<file path="config.mk">
export PLATFORM = sky130hd
export DESIGN_NAME = irq_prio_ctl
export DESIGN_NICKNAME = d
export VERILOG_FILES = /design/src/rtl/irq_pkg.sv /design/src/rtl/irq_pending.sv /design/src/rtl/irq_prio_enc.sv /design/src/rtl/irq_seq.sv /design/src/rtl/irq_prio_ctl.sv
export SDC_FILE = /design/constraint.sdc
export NUM_CORES = 1
export LEC_CHECK = 0
export CORE_UTILIZATION = 40
export CTS_BUF_LIST = sky130_fd_sc_hd__clkbuf_4 sky130_fd_sc_hd__clkbuf_8 sky130_fd_sc_hd__clkbuf_16
export CTS_CLUSTER_SIZE = 25
export DETAILED_ROUTE_END_ITERATION = 10
export GPL_TIMING_DRIVEN = 1
export PLACE_DENSITY = 0.68
export REMOVE_ABC_BUFFERS = 1
export SYNTH_ARGS = -nofsm -noshare
export SYNTH_HDL_FRONTEND = slang
export SYNTH_HIERARCHICAL = 1
export SYNTH_SLANG_ARGS = --single-unit
export TNS_END_PERCENT = 20
</file>
<file path="constraint.sdc">
create_clock -name clk -period 2.6 [get_ports clk]
set_clock_uncertainty 0.2 [all_clocks]
set_input_delay 0.78 -clock clk [delete_from_list [all_inputs] [get_ports clk]]
set_output_delay 0.78 -clock clk [all_outputs]
set_load 0.02 [all_outputs]
</file>
<file path="src/rtl/irq_pkg.sv">
package irq_pkg;

    // Entry sequencer states; the five non-idle states form the entry sequence.
    typedef enum logic [2:0] {
        ST_IDLE    = 3'd0,
        ST_ARB     = 3'd1,
        ST_PUSH_LO = 3'd2,
        ST_PUSH_HI = 3'd3,
        ST_FETCH   = 3'd4,
        ST_MASK    = 3'd5
    } seq_state_e;

    // Source positions on the request bus (higher index wins).
    localparam int SRC_WAKE   = 3;
    localparam int SRC_TIMER0 = 2;
    localparam int SRC_TIMER1 = 1;
    localparam int SRC_SOFT   = 0;

endpackage

</file>
<file path="src/rtl/irq_pending.sv">
module irq_pending #(
    parameter int N_SRC = 4
) (
    input  logic             clk,
    input  logic             rst_n,
    input  logic [N_SRC-1:0] req_i,
    input  logic [N_SRC-1:0] clr_i,
    output logic [N_SRC-1:0] pend_o
);

    logic [N_SRC-1:0] pend_d, pend_q;

    // A fresh request in the same cycle as its grant re-arms the bit.
    always_comb begin
        pend_d = (pend_q & ~clr_i) | req_i;
    end

    always_ff @(posedge clk or negedge rst_n) begin
        if (!rst_n) pend_q <= '0;
        else        pend_q <= pend_d;
    end

    assign pend_o = pend_q;

endmodule

</file>
<file path="src/rtl/irq_prio_enc.sv">
module irq_prio_enc #(
    parameter int N_SRC = 4,
    localparam int IW   = (N_SRC > 1) ? $clog2(N_SRC) : 1
) (
    input  logic [N_SRC-1:0] pend_i,
    output logic             any_o,
    output logic [IW-1:0]    idx_o,
    output logic [N_SRC-1:0] grant_o
);

    // A bit is granted when no higher-index bit is pending.
    for (genvar i = 0; i < N_SRC; i++) begin : g_grant
        if (i == N_SRC - 1) begin : g_top
            assign grant_o[i] = pend_i[i];
        end else begin : g_low
            assign grant_o[i] = pend_i[i] & ~(|pend_i[N_SRC-1:i+1]);
        end
    end

    always_comb begin
        idx_o = '0;
        for (int k = 0; k < N_SRC; k++) begin
            if (grant_o[k]) idx_o = IW'(k);
        end
    end

    assign any_o = |pend_i;

endmodule

</file>
<file path="src/rtl/irq_seq.sv">
module irq_seq
    import irq_pkg::*;
#(
    parameter int IW      = 2,
    parameter int DEPTH_W = 3
) (
    input  logic          clk,
    input  logic          rst_n,
    input  logic          any_i,
    input  logic [IW-1:0] idx_i,
    input  logic          insn_end_i,
    input  logic          gie_set_i,
    input  logic          reti_i,
    input  logic          push_ack_i,
    output logic          take_o,
    output logic          push_req_o,
    output logic          push_hi_o,
    output logic          vec_valid_o,
    output logic [IW-1:0] vec_idx_o,
    output logic          gie_o,
    output logic          in_service_o
);

    localparam logic [DEPTH_W-1:0] DEPTH_MAX = '1;

    typedef struct packed {
        seq_state_e           state;
        logic [IW-1:0]        sel;
        logic                 gie;
        logic [DEPTH_W-1:0]   depth;
    } seq_regs_t;

    seq_regs_t r_d, r_q;
    logic      take;

    always_comb begin
        r_d  = r_q;
        take = (r_q.state == ST_IDLE) && r_q.gie && any_i && insn_end_i;

        if (gie_set_i || reti_i) r_d.gie = 1'b1;
        if (reti_i && (r_q.depth != '0)) r_d.depth = r_q.depth - 1'b1;

        unique case (r_q.state)
            ST_IDLE: begin
                if (take) begin
                    r_d.state = ST_ARB;
                    r_d.sel   = idx_i;
                end
            end
            ST_ARB:     r_d.state = ST_PUSH_LO;
            ST_PUSH_LO: if (push_ack_i) r_d.state = ST_PUSH_HI;
            ST_PUSH_HI: if (push_ack_i) r_d.state = ST_FETCH;
            ST_FETCH:   r_d.state = ST_MASK;
            ST_MASK: begin
                // Mask is dropped last, after stacking and vector fetch.
                r_d.gie   = 1'b0;
                r_d.state = ST_IDLE;
                if (r_d.depth != DEPTH_MAX) r_d.depth = r_d.depth + 1'b1;
            end
            default:    r_d.state = ST_IDLE;
        endcase
    end

    always_ff @(posedge clk or negedge rst_n) begin
        if (!rst_n) begin
            r_q.state <= ST_IDLE;
            r_q.sel   <= '0;
            r_q.gie   <= 1'b0;
            r_q.depth <= '0;
        end else begin
            r_q <= r_d;
        end
    end

    assign take_o       = take;
    assign push_req_o   = (r_q.state == ST_PUSH_LO) || (r_q.state == ST_PUSH_HI);
    assign push_hi_o    = (r_q.state == ST_PUSH_HI);
    assign vec_valid_o  = (r_q.state == ST_FETCH);
    assign vec_idx_o    = r_q.sel;
    assign gie_o        = r_q.gie;
    assign in_service_o = (r_q.depth != '0);

endmodule

</file>
<file path="src/rtl/irq_prio_ctl.sv">
module irq_prio_ctl #(
    parameter int N_SRC   = 4,
    parameter int DEPTH_W = 3
) (
    input  logic                      clk,
    input  logic                      rst_n,
    input  logic [N_SRC-1:0]          req_i,
    input  logic                      insn_end_i,
    input  logic                      gie_set_i,
    input  logic                      reti_i,
    input  logic                      push_ack_i,
    output logic                      push_req_o,
    output logic                      push_hi_o,
    output logic                      vec_valid_o,
    output logic [$clog2(N_SRC)-1:0]  vec_idx_o,
    output logic                      gie_o,
    output logic                      in_service_o
);

    localparam int IW = $clog2(N_SRC);

    logic [N_SRC-1:0] pend;
    logic [N_SRC-1:0] grant;
    logic [N_SRC-1:0] clr;
    logic             any;
    logic [IW-1:0]    idx;
    logic             take;

    irq_pending #(.N_SRC(N_SRC)) u_pend (
        .clk    (clk),
        .rst_n  (rst_n),
        .req_i  (req_i),
        .clr_i  (clr),
        .pend_o (pend)
    );

    irq_prio_enc #(.N_SRC(N_SRC)) u_enc (
        .pend_i  (pend),
        .any_o   (any),
        .idx_o   (idx),
        .grant_o (grant)
    );

    // Only the granted source leaves the pending store.
    assign clr = take ? grant : '0;

    irq_seq #(.IW(IW), .DEPTH_W(DEPTH_W)) u_seq (
        .clk          (clk),
        .rst_n        (rst_n),
        .any_i        (any),
        .idx_i        (idx),
        .insn_end_i   (insn_end_i),
        .gie_set_i    (gie_set_i),
        .reti_i       (reti_i),
        .push_ack_i   (push_ack_i),
        .take_o       (take),
        .push_req_o   (push_req_o),
        .push_hi_o    (push_hi_o),
        .vec_valid_o  (vec_valid_o),
        .vec_idx_o    (vec_idx_o),
        .gie_o        (gie_o),
        .in_service_o (in_service_o)
    );

endmodule

</file>
* Word level (Yosys, flattened, before mapping) *
Index checks and enable logic that the tools add are counted.

storage, ports and cells
  register bits = 13
  input bits = 10
  word-level logic and storage cells = 51

operators by class
  add/subtract/negate cells = 2
  eq/ne operators = 9
  multiplexer cells = 12
  bitwise logic cells = 9
  reductions and logical operators = 14

operators with widths
  cell                 number
  $pmux 3 s5           1
  $mux 3               4
  $mux 4               2
  $eq 3x2->1 const B   2
  $eq 3x3->1 const B   2
  $ne 2x2->1 const B   3
  $mux 5               1
  $and 4x4->4          1
  $logic_and 1x1->1    4
  $mux 2               2
  $not 4->4            1
  $or 4x4->4           1
  $reduce_or 4->1      1
  $add 3x1->3 const B  1
  $and 1x1->1          3
  $eq 3x1->1 const B   1
  $logic_not 3->1      1
  $ne 3x3->1 const B   1
  $not 1->1            3
  $reduce_and 3->1     1
  $reduce_bool 3->1    1
  $reduce_or 3->1      1
  $sub 3x1->3 const B  1
  $logic_or 1x1->1     2
  other kinds (4)      5

* Longest topological paths before layout *
Gate-level depths: netlist of the first run.

  depth after elaboration = 8
  mapped depth = 7
  mapped depth without buffers = 7

* Modules after synthesis *
Netlist of the first run, hierarchy kept.

by module, submodules not included
  module        instances  cells an instance  area an instance (µm²)  seq. area each (µm²)
  irq_seq       1          59                 570.5                   225.2
  irq_pending   1          12                 145.1                   100.1
  irq_prio_enc  1          9                  53.8                    0.0
  irq_prio_ctl  1          4                  25.0                    0.0

* Worst setup path after synthesis of the first run *
Ideal clock, no wire load.

  path kind = register to output
  from = reg u_seq/r_q[7] (netlist bit)
  to = out push_hi_o
  arrival = 1181 ps
  data required time = 1620 ps
  setup slack = 439 ps
  stages on the path, launching flop included = 3
  buffers on the path = 0
  cells stage by stage = dfrtp_1 nor2b_1 and2_1

on the way
  longest elaborated chain between the ends = 1

RTL lines
  item                    line                source
  start, declared         irq_seq.sv:33       seq_regs_t r_d, r_q;
  start signal, assigned  irq_seq.sv:71       r_q <= r_d;
  $eq 3x2->1              irq_seq.sv:77       assign push_hi_o = (r_q.state == ST_PUSH_HI);
  end, declared           irq_prio_ctl.sv:13  output logic push_hi_o,

No other way between the ends.

* Final worst setup path of the first run *
  from = reg u_seq/r_q[1] (netlist bit)
  to = out in_service_o

on the way
  longest elaborated chain between the ends = 1

RTL lines
  item               line                source
  $reduce_bool 3->1  irq_seq.sv:81       assign in_service_o = (r_q.depth != '0);
  end, declared      irq_prio_ctl.sv:17  output logic in_service_o

No other way between the ends.

==> impl_results.md, run 1 <==
- Final Hold Fails: 0
- Full die area: 2170 µm²
- HPWL Detailed: 1110 µm
- Non-Filler Instances: 125
- Clock sinks: 13
- Die height: 46.6 µm
- Post-synthesis async set-or-reset flop share: 100%
- Post-synth EDFFs: 0
- Seq/Total Area, Yosys: 40.9%
- Pwr dens: 947 nW/µm²
- Die Wd: 46.6 µm
- Clk pin slew, worst setup/hold paths: 0.08 ns
- Data required, critical path: 1.62 ns
- Average wire per standard cell: 12.3 µm
- Register bit total from synthesis: 13
- Rows: 15
- Outcome: complete, no violations
- Number of antenna violations at the first check in global routing: 0
- Postcts setup bufs: 0
- DRC viols: 0
- Layout area overhead: 25.0%
- Tot GR Track Use: 17.6%
- Max-cap violations: 0
- Fill cells: 167
- Worst VDD drop: 0.000441 V
- FF-to-FF setup slack: 0.74 ns
- Buffers added on ports: 16
- Arrival time worst endpoint: 1.48 ns
- Clk root buf: clkbuf_4
- Crit-path max FO: 5
- Post-DR vias/cell: 5.24
- Layout cells sized above 1: 16.0%
- Antenna Cells: 0
- Drt first-iter violations: 10
- Post-synthesis cell count: 84
- Worst Hold Class: reg -> reg
- Largest net degree at the start of global routing: 14
- WL final: 1530 µm
- Library cells used by synthesis: 38
- Leakage: 0.435 nW
- Vias: 655
- Hold buffer count at CTS: 0
- IO Pins: 17
- Mapped Area: 795 µm²
- Multi-input gate area in the final layout: 399 µm²
- Crit path kind: reg -> out
- Ys Warns: 6
- Dpl cells: 121
- Critical path launch point type: flip-flop
- Worst slack, placed: 0.0944 ns
- Final ANT Viol Nets: 0
- First-pass GRT wire length: 2550 µm
- CTS tree: yes
- Fmax: 406 MHz
- Register area: 328 µm²
- CTS H-tree lvls: 1
- First-pass DRT Iterations: 4
- Final Slew Violations: 0
- Number of global-route vias before repair: 606
- Clock Tree Buf Depth: 2
- Gr ovfl total: 0
- Top area cells in the synthesized netlist: dfrtp_1 (41%), and2_1 (5.5%), a21o_1 (3.8%), inv_1 (3.8%), nor2_1 (3.3%)
- Max_slew headroom: 59.4%
- Final worst path period need: 2.46 ns
- Post-synth top flop: dfrtp_1
- Leading area contributor after synthesis: dfrtp_1
- Initial Util: 44.1%
- Gpl congestion: 0.797
- Worst-Margin Slew: 0.607 ns
- Final period util: 94.8%
- Setup violators final: 0
- Fin nets: 113
- Core area: 1800 µm²
- Final Power: 0.941 mW
- Skew-Pair Late Insertion Delay: 0.28 ns
- Syn_area_per_cell: 9.46 µm²
- Setup ws final: 0.136 ns
- Post-synth top area share: 40.9%
- RSZ-0062 raised after global routing: no
- Worst Setup End Kind: output port
- Num CTS Buffers: 3
metrics by stage:
step | util [%] | hold WS [ns] | TNS (ns) | cell area [µm²]
after floorplan | - | 0.257 | 0 | 752
after global placement | 53.2 | 0.283 | 0 | 958
after detailed placement | 53.2 | 0.285 | 0 | 958
after CTS | 54.9 | 0.305 | -0.0566 | 988
after global routing | 55.1 | 0.324 | 0 | 993
final | 55.1 | 0.296 | 0 | 993
layout by cell type (no fill, tap or decap), drive strengths merged, types with 2 or more instances in the layout:
| cell type | Yosys | layout |
|---|---|---|
| a21o | 5 | 5 |
| a21oi | 2 | 2 |
| a31oi | 2 | 2 |
| and2 | 7 | 7 |
| and3 | 2 | 2 |
| buf | 5 | 2 |
| clkbuf | 1 | 3 |
| clkdlybuf4s50 | 0 | 12 |
| dfrtp | 13 | 13 |
| dlygate4sd2 | 0 | 2 |
| dlymetal6s2s | 0 | 2 |
| ha | 2 | 2 |
| inv | 8 | 8 |
| mux2 | 2 | 2 |
| nand2 | 3 | 3 |
| nand3 | 2 | 2 |
| nor2 | 7 | 7 |
| nor2b | 2 | 2 |
| nor3 | 2 | 2 |
| o21ai | 3 | 3 |
power breakdown:
group | switching (mW) | leakage (nW) | internal [mW]
logic | 0.242 | 0.283 | 0.226
clock network | 0.0713 | 0.0177 | 0.0571
registers | 0.0784 | 0.134 | 0.266
synthesized netlist by cell type (all sizes together), types with 3 or more instances:
| cell type | n |
|---|---|
| o21ai | 3 |
| nand2 | 3 |
| dfrtp | 13 |
| buf | 5 |
| nor2 | 7 |
| a21o | 5 |
| and2 | 7 |
| inv | 8 |
layer usage:
layer / track usage, % / part of all wire [%] / up-vias
met5: 0 / 0 / -
met4: 10.0 / 1.8 / 0
met3: 7.06 / 3.8 / 5
met2: 25.8 / 49 / 11
met1: 21.4 / 45 / 313
li1: - / - / 326
sequential cells by signal (all words and copies together), names as in the netlist:
name	cells
u_seq/r_q	6
u_pend/pend_o	4
u_seq/vec_idx_o	2
u_seq/gie_o	1
final cells by class:
class / count / share of cell area, %
timing repair buffer: 18 / 17.9
sequential: 13 / 33.0
multi-input combinational: 57 / 40.2
clock inverter: 1 / 0.504
clock buffer: 3 / 2.27
tap: 25 / 3.15
inverter: 8 / 3.02
critical path, cell delays in order (launching register included):
cell and delay, ns:
dfrtp_1 0.44, inv_1 0.09, ha_1 0.21, nand2b_1 0.12, dlygate4sd2_1 0.34
logic make-up (layout without fill, tap and decap cells):
kind of cell	Yosys count	in the layout	share of synthesized area (%)
fa+ha+maj	2	2	3.15
simple gates	33	33	25.0
flops	13	13	40.9
mux	3	3	4.09
buf+inv	14	30	9.13
compound gates	18	18	16.5
xor+xnor	1	1	1.10
path summary, 6_finish.rpt:
path / to / from / depth (start not counted)
hold / removal: u_pend/pend_o[0] / u_pend/pend_o[0] / 1
max in group asynchronous: u_seq/r_q[6] / rst_n / 1
setup / recovery: in_service_o / u_seq/r_q[1] / 4
min in group asynchronous: u_pend/pend_o[0] / rst_n / 1
hold reg to reg: u_pend/pend_o[0] / u_pend/pend_o[0] / 1
setup reg to reg: u_seq/vec_idx_o[1] / u_pend/pend_o[3] / 5
repair_timing:
item                       in CTS  in global routing
pin swaps                       0                  0
hold endpoints to repair        0                  0
gates resized for setup         5                  2
cloned                          0                  0
setup endpoints to repair       4                  2
(Power assumes the default switching activity.)
==> inputs of run 2 (changes only) <==
--- a/config.mk
+++ b/config.mk
@@ -7,2 +7,3 @@
 export LEC_CHECK = 0
+export ABC_CLOCK_PERIOD_IN_PS = 2600
 export CORE_UTILIZATION = 40
==> constraint.sdc (replaced) <==
create_clock -name clk -period 2.6 [get_ports clk]
set_clock_uncertainty 0.2 [all_clocks]
set_input_delay 0.26 -clock clk [delete_from_list [all_inputs] [get_ports clk]]
set_output_delay 0.26 -clock clk [all_outputs]
set_load 0.02 [all_outputs]
==> run 2 against run 1 <==
  * Clock power decreased by 3%
  * Setup slack better by 0.18 ns
  * Sequential power rose by 4%
  * First-iteration DRC count up 40%
  * Count of clock-buffer cells in the layout did not move
  * Critical path type unchanged
  * Critical endpoint unchanged
  * Largest power group unchanged
==> impl_results.md, run 2 (same netlist as run 1, synthesis figures left out) <==
- FF-to-FF setup slack: 0.72 ns (-0.02 ns)
- Clock sinks: 13 (unchanged)
- Worst VDD drop: 0.000454 V (+2.8%)
- Drt first-iter violations: 14 (+4)
- Largest stage delay on the critical path: 0.62 ns (+0.18 ns)
- Largest Register: u_seq/r_q
- Gpl congestion: 0.839 (+5.3%)
- Worst Hold Class: in -> async
- Setup violators final: 0 (unchanged)
- Leakage: 0.395 nW (-9.1%)
- Antenna Cells: 0 (unchanged)
- Outcome: complete, no violations
- Most frequent cells in the layout: clkdlybuf4s50_1 (16), dfrtp_1 (13), inv_1 (8), and2_1 (7), nor2_1 (7)
- Total Negative Setup Slacks: 0 ns (unchanged)
- Largest net degree at the start of global routing: 14 (unchanged)
- Postcts setup bufs: 0 (unchanged)
- Core area: 1800 µm² (unchanged)
- Arrival time worst endpoint: 1.82 ns (+0.34 ns)
- Vias: 616 (-6.0%)
- Worst r2r src: u_seq/r_q[0]
- Clk pin slew, worst setup/hold paths: 0.09 ns (about the same)
- Crit path capture: in_service_o
- DRC viols: 0 (unchanged)
- Reg-to-reg endpoint: u_seq/r_q[1]
- Max reg flops: 6 (unchanged)
- Data required, critical path: 2.14 ns (+0.52 ns)
- Gr ovfl total: 0 (unchanged)
- Worst Setup End Kind: output port
- Final period util: 87.7% (-7.1 points)
- FF-to-FF path depth: 6 (+1)
- Layout cells sized above 1: 11.2% (-4.8 points)
- Skew-Pair Late Insertion Delay: 0.27 ns (about the same)
- WP depth: 4 (unchanged)
- HPWL Detailed: 1060 µm (-4.4%)
- Pwr dens: 944 nW/µm² (-0.35%)
- Average wire per standard cell: 11.4 µm (-6.8%)
- Fmax: 439 MHz (+8.1%)
- Critical path launch point type: flip-flop
- Crit path buffers/inverters: 2 (unchanged)
- First-pass GRT wire length: 2240 µm (-12%)
- WL final: 1410 µm (-8.3%)
- Max_slew headroom: 59.7% (+0.30 points)
- Tot GR Track Use: 14.7% (-2.8 points)
- Worst-Margin Slew: 0.603 ns (-0.00452 ns)
- Clock Tree Buf Depth: 2 (unchanged)
- Final Hold Fails: 0 (unchanged)
- Cell at the slowest stage of the critical path: clkdlybuf4s50_1
- Worst hold slack: 0.159 ns (-0.138 ns)
- Fin nets: 111 (-1.8%)
- CP startpoint: u_seq/r_q[0]
- Max-cap violations: 0 (unchanged)
- Fill cells: 170 (+1.8%)
- CTS tree: yes
- Die height: 46.6 µm (unchanged)
- Final worst path period need: 2.28 ns (-0.185 ns)
- Buffers added on ports: 16 (unchanged)
- Post-DR vias/cell: 5.01 (-4.4%)
- Post-CTS Resized: 0 (-5)
- IO Pins: 17 (unchanged)
- Crit-path max FO: 8 (+3)
- First-pass DRT Iterations: 4 (unchanged)
- Number of global-route vias before repair: 515 (-15%)
- Number of antenna violations at the first check in global routing: 0 (unchanged)
- Layout area overhead: 22.2%
- RSZ-0062 raised after global routing: no
- Fin util: 53.9% (-1.3 points)
- Critical-path cell list: inv_1 > ha_1 > nand2b_1 > clkdlybuf4s50_1
- Hold buffer count at CTS: 0 (unchanged)
- Rows: 15 (unchanged)
- Initial Util: 44.1% (unchanged)
- Die Wd: 46.6 µm (unchanged)
- Commonest non-fill, non-tap cell in the layout: clkdlybuf4s50_1
- Final ANT Viol Nets: 0 (unchanged)
- Num CTS Buffers: 3 (unchanged)
- Full die area: 2170 µm² (unchanged)
- Final Slew Violations: 0 (unchanged)
- Clk root buf: clkbuf_4
- Top cell family by delay on the critical path: buffers and inverters
- Crit path kind: reg -> out
- CTS H-tree lvls: 1 (unchanged)
-- run 2: changes by cell type in the layout (fill, tap and decap cells not counted), sizes merged --
cell | previous run | this run
clkdlybuf4s50 | 12 | 16
buf | 2 | 0
dlygate4sd2 | 2 | 0
dlymetal6s2s | 2 | 0
-- run 2: how the worst min path moves through the flow --
stage	depth (start not counted)	from	to	slack [ns]
floorplan	0	rst_n	u_pend/pend_o[0]	-0.24
global placement	1	u_pend/pend_o[0]	u_pend/pend_o[0]	0.28
detailed placement	1	u_seq/vec_idx_o[0]	u_seq/vec_idx_o[0]	0.30
CTS	1	rst_n	u_seq/vec_idx_o[1]	0.18
global route	1	rst_n	u_seq/vec_idx_o[1]	0.21
finish	1	rst_n	u_seq/vec_idx_o[1]	0.16
-- run 2: area by class of cell --
cell class / count / area [µm²] / share of cell area, %
multi-input cells: 57 / 397 / 40.9
flip-flops and latches: 13 / 325 / 33.5
repair buffers: 16 / 160 / 16.5
well taps: 25 / 31.3 / 3.22
inverters: 8 / 30.0 / 3.09
clock buffers: 3 / 22.5 / 2.32
clock inverters: 1 / 5.00 / 0.515
-- run 2: layer usage --
layer	wire, µm	track usage [%]	up-vias
li1	-	-	317
met1	706	21.4	277
met5	0	0	-
met2	613	20.6	18
met4	19	6.47	0
met3	68	3.14	4
-- run 2: stage by stage --
step / instance area, µm² / power (mW) / setup slack [ns] / std cells
3_5_place_dp: 943 / 0.793 / 0.630 / 119
6_report: 971 / 0.916 / 0.321 / 123
3_3_place_gp: 943 / 0.785 / 0.666 / 119
5_1_grt: 971 / 0.992 / 0.198 / 123
2_1_floorplan: 752 / 0.638 / 0.837 / 78
4_1_cts: 971 / 0.921 / 0.309 / 123
-- run 2: report_power, final --
group | total, mW | internal [mW] | switching (mW)
Combinational | 0.433 | 0.218 | 0.215
Clock | 0.124 | 0.0568 | 0.0673
Sequential | 0.359 | 0.263 | 0.0960
==> inputs of run 3 (changes only) <==
- CORE_UTILIZATION: 40 -> 48
- PLACE_DENSITY: 0.68 -> 0.79
==> run 3 against run 2 <==
  * Sequential share of layout area increased by 0.39 points
  * Critical path type unchanged
  * First-iteration DRC count unchanged
  * Core utilization increased by 9.1 points
==> impl_results.md, run 3 (same netlist as run 1, synthesis figures left out) <==
- Outcome: complete, no violations
- Clock Tree Buf Depth: 2 (unchanged)
- Number of antenna violations at the first check in global routing: 0 (unchanged)
- Dpl cells: 110 (-7.6%)
- Postcts setup bufs: 0 (unchanged)
- Area after DPL: 932 µm² (-1.2%)
- Total Negative Setup Slacks: 0 ns (unchanged)
- Register area: 325 µm² (unchanged)
- Drt first-iter violations: 14 (unchanged)
- Leakage: 0.395 nW (unchanged)
- Crit-path max FO: 8 (unchanged)
- Post-DR vias/cell: 5.54 (+11%)
- Final ANT Viol Nets: 0 (unchanged)
- Fin nets: 111 (unchanged)
- Largest net degree at the start of global routing: 14 (unchanged)
- Fill cells: 131 (-23%)
- Core area: 1520 µm² (-15%)
- Crit path kind: reg -> out
- Largest Register: u_seq/r_q
- Pwr dens: 952 nW/µm² (+0.91%)
- Final period util: 87.8% (+0.16 points)
- Worst VDD drop: 0.000613 V (+35%)
- Worst-Margin Slew: 0.599 ns (-0.00418 ns)
- Clk root buf: clkbuf_4
- Worst Setup End Kind: output port
- Max-cap violations: 0 (unchanged)
- Most frequent cells in the layout: clkdlybuf4s50_1 (16), dfrtp_1 (13), inv_1 (8), and2_1 (7), nor2_1 (7)
- Commonest non-fill, non-tap cell in the layout: clkdlybuf4s50_1
- Layout area overhead: 20.8%
- Fmax: 438 MHz (-0.18%)
- Final worst path period need: 2.28 ns (+0.00412 ns)
- First-pass DRT Iterations: 4 (unchanged)
- Non-Filler Instances: 114 (-7.3%)
- Vias: 632 (+2.6%)
- Rows: 14 (-1)
- Clock sinks: 13 (unchanged)
- Die height: 42.7 µm (-8.3%)
- Full die area: 1820 µm² (-16%)
- Post-CTS Resized: 0 (unchanged)
- CTS tree: yes
- Arrival time worst endpoint: 1.82 ns (about the same)
- Hold buffer count at CTS: 0 (unchanged)
- Gpl congestion: 0.745 (-11%)
- Top cell family by delay on the critical path: buffers and inverters
- WL final: 1410 µm (+0.50%)
- First-pass GRT wire length: 2390 µm (+7.1%)
- DRC viols: 0 (unchanged)
- CTS H-tree lvls: 1 (unchanged)
- Final Slew Violations: 0 (unchanged)
- Die Wd: 42.7 µm (-8.3%)
- HPWL Detailed: 1060 µm (about the same)
- Critical path launch point type: flip-flop
- Initial Util: 52.1% (+8.0 points)
- Setup ws final: 0.317 ns (-0.00411 ns)
- Crit path buffers/inverters: 2 (unchanged)
- Clk pin slew, worst setup/hold paths: 0.08 ns (about the same)
- Buffers added on ports: 16 (unchanged)
- Skew-Pair Late Insertion Delay: 0.28 ns (about the same)
- Antenna Cells: 0 (unchanged)
- Finished Cell Area: 960 µm² (-1.2%)
- Num CTS Buffers: 3 (unchanged)
- Number of global-route vias before repair: 547 (+6.2%)
- Layout cells sized above 1: 11.2% (unchanged)
- Worst slack, placed: 0.621 ns (-0.00941 ns)
- Multi-input gate area in the final layout: 397 µm² (unchanged)
- FF-to-FF path depth: 6 (unchanged)
- Final Hold Fails: 0 (unchanged)
- Max reg flops: 6 (unchanged)
- Gr ovfl total: 0 (unchanged)
- Data required, critical path: 2.14 ns (about the same)
- Setup violators final: 0 (unchanged)
- Tot GR Track Use: 17.9% (+3.2 points)
- Average wire per standard cell: 12.4 µm (+8.4%)
- Cell at the slowest stage of the critical path: clkdlybuf4s50_1
- RSZ-0062 raised after global routing: no
- Critical-path cell list: inv_1 > ha_1 > nand2b_1 > clkdlybuf4s50_1
- Max_slew headroom: 60.0% (+0.28 points)
- Worst Hold Class: in -> async
- IO Pins: 17 (unchanged)
- Largest stage delay on the critical path: 0.62 ns (about the same)
- WP depth: 4 (unchanged)
run 3: cell counts in the layout (fill, tap and decap cells not counted):
Identical to the previous run, type by type.
run 3: area by class of cell:
class / count / share of cell area, %
repair buffers: 16 / 16.7
multi-input cells: 57 / 41.3
inverters: 8 / 3.13
well taps: 16 / 2.09
clock inverters: 1 / 0.522
clock buffers: 3 / 2.35
flip-flops and latches: 13 / 33.9
run 3: worst reg2reg max path, cell delays in order (launching register included):
cell and delay (ns):
dfrtp_1 0.47, inv_1 0.10, ha_1 0.20, nand2_1 0.08, mux2i_1 0.37, nand3_1 0.12, a32o_1 0.26
run 3: layer usage:
| layer | share of wire (%) | track usage (%) | vias to the layer above |
|---|---|---|---|
| li1 | - | - | 313 |
| met1 | 50 | 25.3 | 303 |
| met2 | 44 | 24.5 | 12 |
| met3 | 3.8 | 3.83 | 4 |
| met4 | 1.8 | 11.3 | 0 |
| met5 | 0 | 0 | - |
run 3: final timing paths:
kind	start	to	slack [ns]
min in group clk	u_pend/pend_o[0]	u_pend/pend_o[0]	0.30
hold reg to reg	u_pend/pend_o[0]	u_pend/pend_o[0]	0.30
max in group asynchronous	rst_n	u_seq/r_q[1]	1.65
setup / recovery	u_seq/r_q[0]	in_service_o	0.32
hold / removal	rst_n	u_pend/pend_o[0]	0.15
setup reg to reg	u_seq/r_q[0]	u_seq/r_q[1]	0.69
run 3: where the power goes:
part	switching, mW	internal [mW]
clock	0.0680	0.0570
sequential	0.0955	0.263
combinational	0.213	0.218
total	0.376	0.538
run 3: per-stage QoR:
stage / power (mW) / hold WS [ns] / utilization, %
after global placement: 0.782 / 0.277 / 61.2
after global routing: 0.988 / 0.191 / 63.0
after detailed placement: 0.790 / 0.282 / 61.2
after CTS: 0.920 / 0.166 / 63.0
after floorplan: 0.638 / -0.236 / -
final: 0.914 / 0.153 / 63.0
